$ cat src/rtl/pwm_pow2_gen.sv
module pwm_pow2_gen #(
  parameter int DIV_W  = 4,
  parameter int DUTY_W = 8
) (
  input  logic              clk,
  input  logic              rst_n,
  input  logic              enable,
  input  logic              force_high,
  input  logic              power_save,
  input  logic [DIV_W-1:0]  div_sel,
  input  logic [DUTY_W-1:0] duty,
  output logic              pwm_out
);
  localparam int PRE_W = (1 << DIV_W) - 1;
  localparam logic [DUTY_W-1:0] CNT_MAX = '1;

  logic [PRE_W-1:0]  pre_cnt, pre_lim;
  logic [DUTY_W-1:0] cnt, duty_lat;
  logic [DIV_W-1:0]  div_lat;
  logic              active, tick, wrap;

  assign active  = enable & ~power_save;
  assign pre_lim = ~({PRE_W{1'b1}} << div_lat);
  assign tick    = (pre_cnt == pre_lim);
  assign wrap    = tick & (cnt == CNT_MAX);

  always_ff @(posedge clk or negedge rst_n) begin
    if (!rst_n) begin
      pre_cnt <= '0;
      cnt     <= '0;
    end else if (!active) begin
      pre_cnt <= '0;
      cnt     <= '0;
    end else if (tick) begin
      pre_cnt <= '0;
      cnt     <= cnt + 1'b1;
    end else begin
      pre_cnt <= pre_cnt + 1'b1;
    end
  end

  always_ff @(posedge clk or negedge rst_n) begin
    if (!rst_n) begin
      duty_lat <= '0;
      div_lat  <= '0;
    end else if (!active || wrap) begin
      duty_lat <= duty;
      div_lat  <= div_sel;
    end
  end

  assign pwm_out = force_high | (active & (cnt < duty_lat));

  AST_IDLE_CLEARS: assert property (@(posedge clk) disable iff (!rst_n)
    !active |=> (cnt == '0 && pre_cnt == '0));
  AST_SETTINGS_HOLD: assert property (@(posedge clk) disable iff (!rst_n)
    (active && !wrap) |=> ($stable(duty_lat) && $stable(div_lat)));
  AST_PRE_BOUND: assert property (@(posedge clk) disable iff (!rst_n)
    pre_cnt <= pre_lim);
  AST_CNT_STEP: assert property (@(posedge clk) disable iff (!rst_n)
    (active && tick) |=> (cnt == $past(cnt) + 1'b1));
  AST_ZERO_DUTY_LOW: assert property (@(posedge clk) disable iff (!rst_n)
    (!force_high && duty_lat == '0) |-> !pwm_out);
  AST_SLEEP_LOW: assert property (@(posedge clk) disable iff (!rst_n)
    (!force_high && power_save) |-> !pwm_out);
endmodule

$ cat config.mk
export PLATFORM = sky130hd
export DESIGN_NAME = pwm_pow2_gen
export DESIGN_NICKNAME = d
export VERILOG_FILES = /design/src/rtl/pwm_pow2_gen.sv
export SDC_FILE = /design/constraint.sdc
export NUM_CORES = 1
export LEC_CHECK = 0
export ABC_AREA = 0
export BUFFER_PORTS_ARGS = -buffer_cell sky130_fd_sc_hd__buf_2
export CORE_UTILIZATION = 45
export CTS_BUF_LIST = sky130_fd_sc_hd__clkbuf_4
export DETAILED_ROUTE_END_ITERATION = 10
export PLACE_DENSITY = 0.65
export SLEW_MARGIN = 0
export SYNTH_ARGS = -nofsm -noshare
export SYNTH_HDL_FRONTEND = slang
export SYNTH_SLANG_ARGS = --single-unit
$ cat constraint.sdc
create_clock -name clk -period 3.1 [get_ports clk]
set_input_delay 0.155 -clock clk [delete_from_list [all_inputs] [get_ports clk]]
set_output_delay 0.155 -clock clk [all_outputs]
set_load 0.01 [all_outputs]
==> results summary <==
The flow ran to the end, and the final reports show no timing, DRC or antenna violations. In the synthesized netlist the dominant register cell turns out to be sky130_fd_sc_hd__dfrtp_1. The filler cells instantiated in the layout total 445. The count of input and output buffers is 17. The aggregate routed wire length came out at 4952 um. The number of buffers and inverters on the critical path is 0. The top cell types in the final layout, fill and taps aside, are sky130_fd_sc_hd__dfrtp_1 (35), sky130_fd_sc_hd__buf_2 (17), sky130_fd_sc_hd__nor3_1 (16).

The slowest library cell on the worst path is sky130_fd_sc_hd__or4_1. Static timing analysis puts the maximum clock frequency at 370.6 MHz. The worst setup path is of the reg -> reg kind. In this run the critical register-to-register path is launched from div_lat[2]. After detailed routing, the average wire length per cell comes to 15.10 um.

The number of buffers created by CTS is 5. The count of H-tree levels built during CTS came out at 2. The initial utilization of the core area, before any placement, comes to 47.00%. Setup violations remaining at the end of the flow were counted as 0. The number of enable flip-flop cells after synthesis came out at 0. The pin count of the biggest net entering global routing is 36.

Relative to the synthesized area, the layout overhead comes to 11.48%. The height of the chip came out at 72.47 um. The critical path capture point type is a register. The met1 global-route usage is 30.45%. The clock drives 35 sinks. The initial antenna violation count is 0. Setup repair after global routing left no endpoint under its margin. The number of cell instances on the worst register-to-register path is 6. The count of antenna-violating nets left after detailed routing is 0. In this run the static leakage power is 1.082 nW. Of all flip-flops after synthesis, the portion carrying an async set or reset was 100.0%.

The startpoint class of the critical path is a register. The worst endpoint required time is 3.36 ns. By area the synthesized netlist is led by sky130_fd_sc_hd__dfrtp_1 (39%), sky130_fd_sc_hd__ha_1 (5.0%), sky130_fd_sc_hd__mux2_1 (5.0%). The relative max-transition margin is 47.95%. The reg2reg setup slack is 0.40 ns. In the routed design, unresolved DRC markers number 0. Clock tree synthesis selected as its root buffer the cell sky130_fd_sc_hd__clkbuf_4.

The worst-path maximum fanout is 20. The data arrival time of the critical path came out at 2.96 ns. The number of global-route vias before repair was 1,716. The number of slew-limit violations in the final report is 0. The slew at the pin closest to its max-slew limit is 0.7808 ns.

The met3 usage in global routing came out at 4.583%. The combined area of all synthesized cells came out at 0.002235 sq mm. In this design, the largest share of critical-path delay is due to simple AND/OR/NAND/NOR gates. The post-synthesis cell type count is 51.

The maximum clock skew at final layout came out at 0.01125 ns. The die is 72.47 um wide. After the first detailed-routing iteration, the DRC count stood at 127.

The most numerous cell on the critical path is sky130_fd_sc_hd__or4_1. The count of standard-cell rows came out at 25. The core region area is 0.004755 sq mm. The total nets after synthesis is 265. The layer flagged by global routing as most heavily used is met2. The number of hold violations in the final report is 0. The synthesized design contains 35 register bits.

The combined global-route utilization of all metal layers is 21.64%. The total placed instance area is 0.002349 sq mm. The die covers 0.005252 sq mm. The destination of the worst hold path is duty_lat[7].

The total iterations of the first detailed-routing run is 4. The startpoint identified for the worst hold timing path is duty[7]. The number of instances on the worst hold path is 2.

In this run the critical register-to-register path is captured at cnt[7]. The power per cell area is 343.3 mW/mm^2. The proportion of layout cells with a drive suffix above 1 is 13.41%.

The synthesized design devotes to its leading area cell type 39.19% of total area. The minimum period implied by the final worst setup slack came out at 2.699 ns. The number of violations of the max-capacitance limit came out at 0. The count of nets after finishing is 286. The buffer levels on the longest clock path is 2.

The path category of the worst min-delay check is in -> reg. The clock insertion delay at the later pin of the skew report came out at 0.35 ns. The met2 layer usage reported by global route is 32.81%. The total number of vias is 1,852. The commonest non-fill, non-tap cell in the layout is sky130_fd_sc_hd__dfrtp_1.

The critical path goes through and3_1, nor4_1, a211oi_1, or4_1, or4_1, a21oi_1. IR analysis of the VDD net gives a maximum drop of 0.1990 mV. The stage delay of the slowest cell on the critical path came out at 0.70 ns. The wire length of the first global-routing pass came out at 8500 um. Sequential cells were found to cover 39.19% of the synthesized design area. The Yosys warning count is 0. Setup total negative slack on the finished layout was measured at 0 ns. The post-cts repair resize count came out at 0. The average cell area after synthesis is 9.350 sq um.

The tightest hold path in the finished design has a slack of 0.03180 ns. The design area came out at 0.002491 sq mm. 0 antenna diodes ended up in the layout.

TritonCTS built the clock tree. The number of standard cells after synthesis is 239. The total I/O pin count is 18.

After detailed routing, the number of vias per cell comes to 5.646. In the finished design, the share of the clock period the worst path needs comes to 87.05%. The global placer's final weighted congestion came out at 0.8622. Once detailed placement completed, the half-perimeter wirelength came to 3471 um. The clock-pin slew on the worst setup and hold paths is 0.11 ns. The aggregate global routing overflow came out at 0.

The cell taking the most area after synthesis is sky130_fd_sc_hd__dfrtp_1.
-- report_power, final --
group / total, W / switching (W) / leakage (nW) / internal, W
combinational: 0.000115 / 0.0000594 / 0.591 / 0.0000556
clock: 0.000245 / 0.000152 / 0.0307 / 0.0000926
sequential: 0.000495 / 0.0000250 / 0.460 / 0.000470
-- Yosys cell counts (3+ instances only) --
cell	count
sky130_fd_sc_hd__a21oi_1	11
sky130_fd_sc_hd__a31o_1	4
sky130_fd_sc_hd__a31oi_1	5
sky130_fd_sc_hd__and3_1	10
sky130_fd_sc_hd__buf_2	8
sky130_fd_sc_hd__clkbuf_1	6
sky130_fd_sc_hd__dfrtp_1	35
sky130_fd_sc_hd__ha_1	9
sky130_fd_sc_hd__inv_1	10
sky130_fd_sc_hd__mux2_1	10
sky130_fd_sc_hd__nand2_1	12
sky130_fd_sc_hd__nand2b_1	4
sky130_fd_sc_hd__nand3_1	11
sky130_fd_sc_hd__nand3b_1	4
sky130_fd_sc_hd__nand4_1	3
sky130_fd_sc_hd__nor2_1	12
sky130_fd_sc_hd__nor2b_1	3
sky130_fd_sc_hd__nor3_1	16
sky130_fd_sc_hd__o21ai_0	7
sky130_fd_sc_hd__o31ai_1	4
sky130_fd_sc_hd__or4_1	3
sky130_fd_sc_hd__xnor2_1	6
sky130_fd_sc_hd__xor2_1	8
-- flip-flops by register name, summed over array words and instances (netlist names) --
name,flops
pre_cnt,15
cnt,8
duty_lat,8
div_lat,4
-- timing repair --
action / in CTS / in global routing
hold buffers: 9 / 0
hold endpoints to repair: 43 / 0
buffers inserted: 0 / 0
-- logic make-up after synthesis --
kind of cell	after synthesis	share of synthesized area (%)
AOI/OAI and AO/OA	47	14.44
buffers and inverters	27	5.823
and+or+nand+nor	94	23.52
muxes	13	6.495
adders and majority gates	9	5.039
DFF	35	39.19
xor gates and xnor gates	14	5.487
-- area by class of cell --
class,count,area (sq um),area share (%)
multi-input combinational,177,1229,49.32
sequential,35,875.8,35.16
timing repair buffer,31,212.7,8.538
tap,67,83.83,3.365
clock buffer,6,45.04,1.808
inverter,10,37.54,1.507
clock inverter,2,7.507,0.3014
-- layer usage --
| layer | up-vias | wire [um] |
|---|---|---|
| met3 | 6 | 159 |
| met4 | 0 | 78 |
| li1 | 914 | - |
| met1 | 899 | 2462 |
| met5 | - | 0 |
| met2 | 33 | 2251 |
-- how the worst max path moves through the flow --
stage	start	to	slack, ns	cells after the start
final	div_lat[2]	cnt[7]	0.40	6
after global routing	div_lat[3]	cnt[7]	0.24	7
after CTS	div_lat[3]	cnt[7]	0.42	7
after detailed placement	div_lat[3]	cnt[7]	0.44	7
after global placement	div_lat[3]	div_lat[1]	0.52	8
after floorplan	div_lat[2]	div_lat[0]	0.73	10
-- stage by stage --
stage / utilization, % / instances / total power, W / setup slack (ns)
after floorplan: - / 239 / 0.0005762 / 0.7260
after global placement: 49.39 / 311 / 0.0006092 / 0.5182
after detailed placement: 49.39 / 311 / 0.0006114 / 0.4430
after CTS: 52.39 / 328 / 0.0008704 / 0.4168
after global routing: 52.39 / 328 / 0.0009026 / 0.2409
final: 52.39 / 328 / 0.0008552 / 0.4014
Power figures use the tool's default switching activity.
